`src/rtl/trig_chain.sv`:
```
module trig_chain #(
  parameter int PAT_W  = 3,
  parameter int STAGES = 4
) (
  input  logic             clk,
  input  logic             rst_n,
  input  logic             ld_valid,
  input  logic [PAT_W-1:0] ld_pat,
  input  logic             ld_last,
  input  logic [PAT_W-1:0] probe,
  input  logic             force_trig,
  input  logic             rearm,
  output logic             trig_out
);
  localparam int IW = (STAGES > 1) ? $clog2(STAGES) : 1;
  localparam int CW = $clog2(STAGES + 1);

  typedef enum logic [1:0] {S_IDLE, S_LOAD, S_WAIT, S_TRIG} st_t;

  st_t             st;
  logic [PAT_W-1:0] pat [STAGES];
  logic [CW-1:0]   cnt;
  logic [IW-1:0]   cur;

  wire hit       = (probe == pat[cur]);
  wire last_stg  = ((CW'(cur) + CW'(1)) == cnt);
  wire has_room  = (cnt < CW'(STAGES));

  assign trig_out = (st == S_TRIG);

  always_ff @(posedge clk or negedge rst_n) begin
    if (!rst_n) begin
      st  <= S_IDLE;
      cnt <= '0;
      cur <= '0;
      for (int i = 0; i < STAGES; i++) pat[i] <= '0;
    end else if (force_trig) begin
      st <= S_TRIG;
    end else begin
      case (st)
        S_IDLE: if (ld_valid) begin
          pat[0] <= ld_pat;
          cnt    <= CW'(1);
          cur    <= '0;
          st     <= ld_last ? S_WAIT : S_LOAD;
        end
        S_LOAD: if (ld_valid) begin
          if (has_room) begin
            pat[IW'(cnt)] <= ld_pat;
            cnt           <= cnt + CW'(1);
          end
          if (ld_last) begin
            cur <= '0;
            st  <= S_WAIT;
          end
        end
        S_WAIT: if (hit) begin
          if (last_stg) st <= S_TRIG;
          else          cur <= cur + IW'(1);
        end
        default: if (rearm) begin
          cur <= '0;
          st  <= (cnt == '0) ? S_IDLE : S_WAIT;
        end
      endcase
    end
  end

  AST_STAGE_BOUND: assert property (@(posedge clk) disable iff (!rst_n)
    cnt <= CW'(STAGES));
  AST_RISE_CAUSE: assert property (@(posedge clk) disable iff (!rst_n)
    $rose(trig_out) |-> $past(force_trig || st == S_WAIT));
  AST_FORCE_TRIG: assert property (@(posedge clk) disable iff (!rst_n)
    force_trig |=> trig_out);
  AST_TRIG_HOLD: assert property (@(posedge clk) disable iff (!rst_n)
    (trig_out && !rearm) |=> trig_out);
  AST_REARM_WAIT: assert property (@(posedge clk) disable iff (!rst_n)
    (trig_out && rearm && !force_trig && cnt != '0) |=> (st == S_WAIT && cur == '0));
  AST_MISS_HOLD: assert property (@(posedge clk) disable iff (!rst_n)
    (st == S_WAIT && !hit && !force_trig) |=> (st == S_WAIT && $stable(cur)));
  AST_PROG_KEPT: assert property (@(posedge clk) disable iff (!rst_n)
    (st == S_WAIT || st == S_TRIG) |=> $stable(cnt));
endmodule

```
`config.mk`:
```
export PLATFORM = sky130hd
export DESIGN_NAME = trig_chain
export DESIGN_NICKNAME = d
export VERILOG_FILES = /design/src/rtl/trig_chain.sv
export SDC_FILE = /design/constraint.sdc
export NUM_CORES = 1
export LEC_CHECK = 0
export ABC_AREA = 1
export BUFFER_PORTS_ARGS = -buffer_cell sky130_fd_sc_hd__buf_2
export CORE_MARGIN = 4
export CORE_UTILIZATION = 57
export CTS_CLUSTER_DIAMETER = 40
export CTS_CLUSTER_SIZE = 8
export DETAILED_ROUTE_END_ITERATION = 16
export PLACE_DENSITY = 0.79
export SYNTH_ARGS = -nofsm -noshare
export SYNTH_HDL_FRONTEND = slang
export SYNTH_SLANG_ARGS = --single-unit
```
`constraint.sdc`:
```
create_clock -name clk -period 2.17 [get_ports clk]
set_clock_uncertainty 0.05 [all_clocks]
set_input_delay 0.217 -clock clk [delete_from_list [all_inputs] [get_ports clk]]
set_output_delay 0.217 -clock clk [all_outputs]
set_load 0.005 [all_outputs]
```
## After elaboration in Yosys (flattened, before gate mapping)

Index checks and enable logic that the tools add are counted.

| operators by class | value |
|---|---|
| equality and inequality tests | 16 |
| muxes and demuxes | 31 |
| reductions and logical operators | 10 |
| $add $sub $neg | 3 |
| bitwise operators | 3 |
| order comparisons | 4 |

Operators with widths:

| cell | number |
|---|---|
| 2-bit 2-to-1 mux | 15 |
| 12-bit 2-to-1 mux | 2 |
| 3-bit 2-to-1 mux | 7 |
| 3-bit inequality test, second input constant | 5 |
| 12-bit bitwise mux | 1 |
| 2-bit inequality test, second input constant | 6 |
| 2-bit case mux with 3 select lines | 2 |
| 3-bit case mux with 2 select lines | 2 |
| 7-bit AND reduction | 1 |
| 3-bit binary-select mux with 2-bit select | 1 |
| 3-bit demux with 2-bit select | 1 |
| 3-bit equality test | 2 |
| 3-bit greater-or-equal comparator, second input constant | 2 |
| 2-bit inverter with 3-bit output | 2 |
| 6-bit AND reduction | 1 |
| 5-bit AND reduction | 1 |
| 5-bit nonzero test | 1 |
| 2-bit equality test, second input constant | 2 |
| 4-bit AND reduction | 1 |
| 4-bit nonzero test | 1 |
| 2-bit by 1-bit adder with 3-bit output, second input constant | 1 |
| 3-bit by 1-bit adder with 3-bit output, second input constant | 1 |
| 3-bit zero test | 1 |
| 3-bit by 1-bit less-than comparator with 1-bit output, second input constant | 1 |
| 7 further kinds | 7 |

| word-level totals | value |
|---|---|
| output and inout bits | 1 |
| flip-flop bits (word level) | 19 |
| word-level logic and storage cells | 74 |

## Longest topological paths before layout

Gate-level depths: netlist of the first run.

| depth | value |
|---|---|
| word-level depth | 9 |
| mapped depth | 13 |

## Least setup slack after synthesis of the first run

OpenSTA, ideal clock, no wires.

| timing | value |
|---|---|
| kind | register to register |
| start | register st[1] |
| end | register cur[1] |
| slack | 524 ps |
| clock period less this slack | 1,646 ps |
| buffers on the path | 0 |
| stages on the path, launching flop included | 9 |
| required time | 2,003 ps |
| data arrival time | 1,479 ps |
| library setup time | 117 ps |
| cells stage by stage | dfrtp_1 -> inv_1 -> ha_1 -> o21ai_2 -> o21ai_0 -> nor3_2 -> nand3_2 -> nand2_1 -> nand2_1 |

| on the way | value |
|---|---|
| word-level cells in the longest chain between the ends | 3 |
| elaborated cells between the ends (all ways) | 11 |

Ends and longest elaborated chain:

| what | RTL line | source |
|---|---|---|
| start: declaration | 20 | `st_t st;` |
| start signal: assignment | 45 | `st <= ld_last ? S_WAIT : S_LOAD;` |
| start signal: assignment | 63 | `st <= (cnt == '0) ? S_IDLE : S_WAIT;` |
| 2-bit equality test, or another cell as far along | 40 | `case (st)` |
| 2-bit inequality test (no source line) or 4-bit nonzero test (tied branches) | - |  |
| 7-bit AND reduction (no source line) | - |  |
| end signal: assignment | 59 | `else cur <= cur + IW'(1);` |
| end: declaration | 23 | `logic [IW-1:0] cur;` |

Parallel ways exist; a longest one is shown, timed or not.
A chain may end at the register's enable or synchronous reset.

## Worst setup path after layout of the first run

Same ends and word-level chain as after synthesis.

==> results.toml, run 1 <==
[timing]
fmax_mhz = 517
setup_tns_ps = 0
hold_violations = 0
max-slew-margin-rel_pct = 71.3
fin_crit_sh_pct = 89.2
setup_ws_ps = 234
max_slew.worst_pin.slew_ps = 431
drv_slew = 0
rsz0062_at_grt = "no"
setup_viol = 0
min_period_ps = 1940

[worst_setup_path]
crit_fanout = 6
critPathLaunchType = "flop"
worstSetupEndpointType = "flop"
worstPathRequired_ps = 2340
worstSetupPathType = "flop to flop"
arrival_ps = 2100

[routing]
drcViolationCount = 0
detail-route-antenna-nets = 0
drt_iter0_drc = 25
detail_route.vias_per_cell = 5.46
via_count = 1109
routedWlPerCell_microns = 12.9
wl_mm = 2.63
drtPass1Iterations = 4

[logic_synthesis]
synthDistinctLibCells = 28
syn_area_sq_mm = 0.00128
synth_seq_cells = 19
ys_top_cells_by_area = "dfrtp_1 (37%), nand2_1 (13%), ha_1 (8.8%)"
yosys_warnings = 0
ys_seq_area_share_pct = 37.0
netlist.area_leader.share_pct = 37.0
syn-num-nets = 180
yosysTopAreaCell = "dfrtp_1"
netlist_instances = 159
syn_area_per_cell_sq_um = 8.07

[final_layout]
antenna_cells = 0
seq_area_sq_um = 475
drive_gt1_share_pct = 25.6
multi_input_area_sq_um = 717
area_growth_pct = 10.1
nNetsFinal = 198
num-fill-cells = 183
layout.cells.non_filler = 203

[die]
pin_count = 13
coreArea_sq_mm = 0.00204
die_w_microns = 55.5
die_area_sq_mm = 0.00308
start_util_pct = 62.9
die-height_microns = 55.5
rows = 16

[status]
status = "finished clean"

[cts]
insertion_delay_ps = 310
clk_pin_slew_ps = 120
cts_made_buffers = 3
htreeDepth = 1
clockRootBuffer = "clkbuf_4"
cts_setup_buffers = 0
clk_path_buf_depth = 2
cts_tree = "built"
cts.sinks = 19

[global_route]
grt_use_total_pct = 18.6
grt_pass1_wl_mm = 4.69
overflow = 0
antenna_found_initial = 0
first_global_vias = 1106
grt_max_degree = 20

[place]
hpwl_mm = 2.07
place_congestion = 0.807
place_inst = 198
port_buffers = 12
place_ws_ps = 300

[min_path]
hp-class = "input pin to flop"

[run]
maxCapViolations = 0

[power]
total_power_uw = 1800
p_leak_uw = 0.000724
irDropWorstVdd_mv = 0.826
pwr_density_cell_mw_per_mm2 = 1270
## layer usage
metal / vias up / wire (microns) / global-route usage [%]
li1: 557 / - / -
met1: 523 / 1220 / 24.6
met2: 22 / 1230 / 29.7
met3: 7 / 117 / 3.73
met4: 0 / 53 / 7.29
met5: - / 0 / 0
## worst paths after layout
path                       startpoint       to  slack (ps)  cells past startpoint
max                             st[1]   cur[1]         230                      8
min                         ld_pat[2]   pat[2]         150                      3
max reg2reg                     st[1]   cur[1]         230                      8
min reg2reg                    pat[2]   pat[2]         450                      2
max in group asynchronous       rst_n   cnt[0]        1460                      2
min in group asynchronous       rst_n  pat[11]         320                      2
## cell usage after synthesis
cell / n
o211ai_1: 1
nand4_2: 1
o21ai_2: 2
a21oi_1: 2
inv_2: 3
nand4_1: 2
o31ai_1: 3
buf_6: 1
o211ai_2: 1
o221ai_1: 1
nand2_2: 9
inv_1: 16
inv_6: 1
o21ai_1: 12
nand3_2: 8
dfrtp_1: 19
nand2_1: 44
nor4_1: 1
o21ai_0: 4
nor2_2: 1
nor3_2: 1
nor3_1: 1
nor2_1: 5
nand3_1: 7
xor2_1: 2
nor2_4: 1
xnor2_1: 1
ha_1: 9
## power by group
group	total (uW)	switching, uW	internal [uW]
Combinational	963	593	371
Clock	195	125	70.5
Sequential	639	141	498
## through the flow
step                util [%]  hold WS [ps]  area (sq um)
floorplan                  -          -129          1280
global placement        67.3           122          1370
detailed placement      67.3           127          1370
CTS                     69.2           154          1410
global route            69.2           161          1410
finish                  69.2           152          1410
## repair_timing
action / in CTS / in global routing
gates resized for setup: 0 / 0
hold buffers: 1 / 0
endpoints found under the hold margin: 19 / 0
## flip-flops by register name (all words and copies together) (netlist names)
| signal | cells |
|---|---|
| cur | 2 |
| pat | 12 |
| st | 2 |
| cnt | 3 |
## critical path, stage by stage (launching register included)
cell and delay, ps:
dfrtp_1 490, inv_1 140, ha_1 300, o21ai_2 180
o21ai_0 170, nor3_2 280, nand3_2 110, nand2_1 60
nand2_1 50
## cell usage in the layout, fill, tap and decap left out, types with 2 or more instances in the layout
cell type / Yosys / routed
nand2_2: 9 / 9
nand3_1: 7 / 7
nand2_1: 44 / 44
o31ai_1: 3 / 3
nand3_2: 8 / 8
xor2_1: 2 / 2
o21ai_1: 12 / 12
dfrtp_1: 19 / 19
nor2_1: 5 / 5
inv_1: 16 / 16
a21oi_1: 2 / 2
ha_1: 9 / 9
buf_2: 0 / 12
clkbuf_4: 0 / 3
o21ai_2: 2 / 2
inv_2: 3 / 3
nand4_1: 2 / 2
o21ai_0: 4 / 4
## area by class of cell
class	instances	area share, %
multi-input cells	119	50.7
flip-flops and latches	19	33.6
inverters	20	5.66
repair buffers	14	5.49
well taps	27	2.39
clock buffers	3	1.59
clock inverters	1	0.531
## cells by family (layout without fill, tap and decap cells)
logic type | after synthesis | after routing | share of synthesized area [%]
AO/OA/AOI/OAI | 26 | 26 | 12.4
XOR/XNOR | 3 | 3 | 2.05
adder cells (fa/ha/maj) | 9 | 9 | 8.77
buffers and inverters | 21 | 38 | 7.12
flip-flops | 19 | 19 | 37.0
AND/OR/NAND/NOR | 81 | 81 | 32.7
No activity file was read; power rests on OpenSTA's default activity.
==> inputs of run 2 (changes only) <==
--- a/config.mk
+++ b/config.mk
@@ -12,7 +12,7 @@
 export CTS_CLUSTER_DIAMETER = 40
 export CTS_CLUSTER_SIZE = 8
 export DETAILED_ROUTE_END_ITERATION = 16
-export PLACE_DENSITY = 0.79
+export PLACE_DENSITY = 0.78
 export SYNTH_ARGS = -nofsm -noshare
 export SYNTH_HDL_FRONTEND = slang
 export SYNTH_SLANG_ARGS = --single-unit
==> results.toml, run 2 (same netlist as run 1, synthesis figures left out) <==
[final_layout]
drive_gt1_share_pct = 25.6
nNetsFinal = 198
num-fill-cells = 171
top_register = "pat"
layout_commonest_cell = "nand2_1"
antenna_cells = 0
layout_common_cells = "nand2_1 (44), dfrtp_1 (19), inv_1 (16), o21ai_1 (12), buf_2 (12)"
top_regs = "pat x12, cnt x3"
seq_area_sq_um = 475
layout.cells.non_filler = 203
multi_input_area_sq_um = 717
largest_reg_flops = 12
area_growth_pct = 10.1

[cts]
insertion_delay_ps = 300
cts_tree = "built"
clockRootBuffer = "clkbuf_4"
htreeDepth = 1
clk_pin_slew_ps = 120
cts_setup_buffers = 0
cts_made_buffers = 3
clk_path_buf_depth = 2
cts.sinks = 19

[routing]
drcViolationCount = 0
drtPass1Iterations = 4
drt_iter0_drc = 35
detail-route-antenna-nets = 0
wl_mm = 2.64
via_count = 1097
routedWlPerCell_microns = 13.0
detail_route.vias_per_cell = 5.40

[global_route]
grt_use_total_pct = 18.3
busiest_layer = "met2"
antenna_found_initial = 0
grt_pass1_wl_mm = 4.64
overflow = 0
met3_usage_pct = 3.03
grt_util_met2_pct = 28.0
first_global_vias = 1031
use_met1_pct = 26.5
grt_max_degree = 20

[power]
p_sw_share_pct = 47.5
p_leak_uw = 0.000724
irDropWorstVdd_mv = 0.789
p_clk_share_pct = 10.4
p_sw_uw = 850
p_comb_share_pct = 53.5
pwr_density_cell_mw_per_mm2 = 1260
intPower_uw = 939
pwr-share-seq_pct = 36.2

[timing]
hold_violations = 0
drv_slew = 0
fin_crit_sh_pct = 90.2
min_period_ps = 1960
max-slew-margin-rel_pct = 72.3
setup_tns_ps = 0
rsz0062_at_grt = "no"
max_slew.worst_pin.slew_ps = 416
setup_viol = 0
fmax_mhz = 511

[die]
die_area_sq_mm = 0.00308
pin_count = 13
coreArea_sq_mm = 0.00204
start_util_pct = 62.9
rows = 16
die-height_microns = 55.5
die_w_microns = 55.5

[place]
place_inst = 198
port_buffers = 12
hpwl_mm = 2.15
place_congestion = 0.826

[status]
status = "finished clean"

[worst_setup_path]
crit_buf_inv = 1
worstSetupEndpointType = "flop"
critPathSlowestCell = "dfrtp_1"
critPathMaxStageDelay_ps = 480
path_cells = "inv_1, ha_1, o21ai_2, o21ai_0, nor3_2, nand3_2, nand2_1, nand2_1"
crit_fanout = 6
r2r-start = "st[1]"
worstPathRequired_ps = 2320
rr_worst_depth = 8
cp_top_family = "simple AND/OR/NAND/NOR gates"
arrival_ps = 2100
timing.critical_path.mode_cell = "nand2_1"
critPathLaunchType = "flop"
worstSetupPathType = "flop to flop"
r2r_slack_ps = 210
rr_endpoint = "cur[0]"

[run]
maxCapViolations = 0

[min_path]
worstHoldStart = "ld_pat[0]"
whs_path_depth = 3
hp-class = "input pin to flop"
holdPathEnd = "pat[0]"
run 2: cell counts in the layout (fill, tap and decap cells not counted):
No cell type changed its count.
run 2: how the worst max path moves through the flow:
stage,start,to,slack (ps),cells after the start
floorplan,st[1],cur[1],520,8
detailed placement,st[1],cur[0],280,8
global placement,st[1],cur[1],330,8
CTS,st[1],cur[0],250,8
global route,st[1],cur[0],100,8
finish,st[1],cur[0],210,8
run 2: timing repair:
action | CTS | global route
endpoints found under the hold margin | 19 | 0
resized for setup | 0 | 0
hold buffers | 1 | 0
run 2: cell type report:
| class | count | area share, % |
|---|---|---|
| tap | 27 | 2.39 |
| sequential | 19 | 33.6 |
| inverter | 20 | 5.66 |
| clock buffer | 3 | 1.59 |
| multi-input combinational | 119 | 50.7 |
| timing repair buffer | 14 | 5.49 |
| clock inverter | 1 | 0.531 |
run 2: worst reg2reg max path, stage by stage (launching register included):
cell and delay, ps:
dfrtp_1 480, inv_1 130, ha_1 300, o21ai_2 180
o21ai_0 170, nor3_2 300, nand3_2 120, nand2_1 80
nand2_1 50
run 2: per-stage QoR:
step	power, uW	util [%]	cell area (sq um)	hold slack (ps)	setup slack [ps]
2_1_floorplan	1390	-	1280	-129	524
3_3_place_gp	1550	67.3	1370	120	334
3_5_place_dp	1600	67.3	1370	123	275
4_1_cts	1790	69.2	1410	161	251
5_1_grt	1950	69.2	1410	175	101
6_report	1790	69.2	1410	155	213
run 2: routing by layer:
layer,up-vias,part of all wire [%]
li1,558,-
met1,505,48
met2,28,46
met3,6,4.7
met4,0,1.4
met5,-,0
run 2: power by group through the flow:
stage	Combinational [uW]	Sequential [uW]	Clock (uW)
after floorplan	782	605	0
after global placement	907	641	0
after detailed placement	953	648	0
after CTS	960	641	186
after global routing	1090	660	204
final	956	647	185
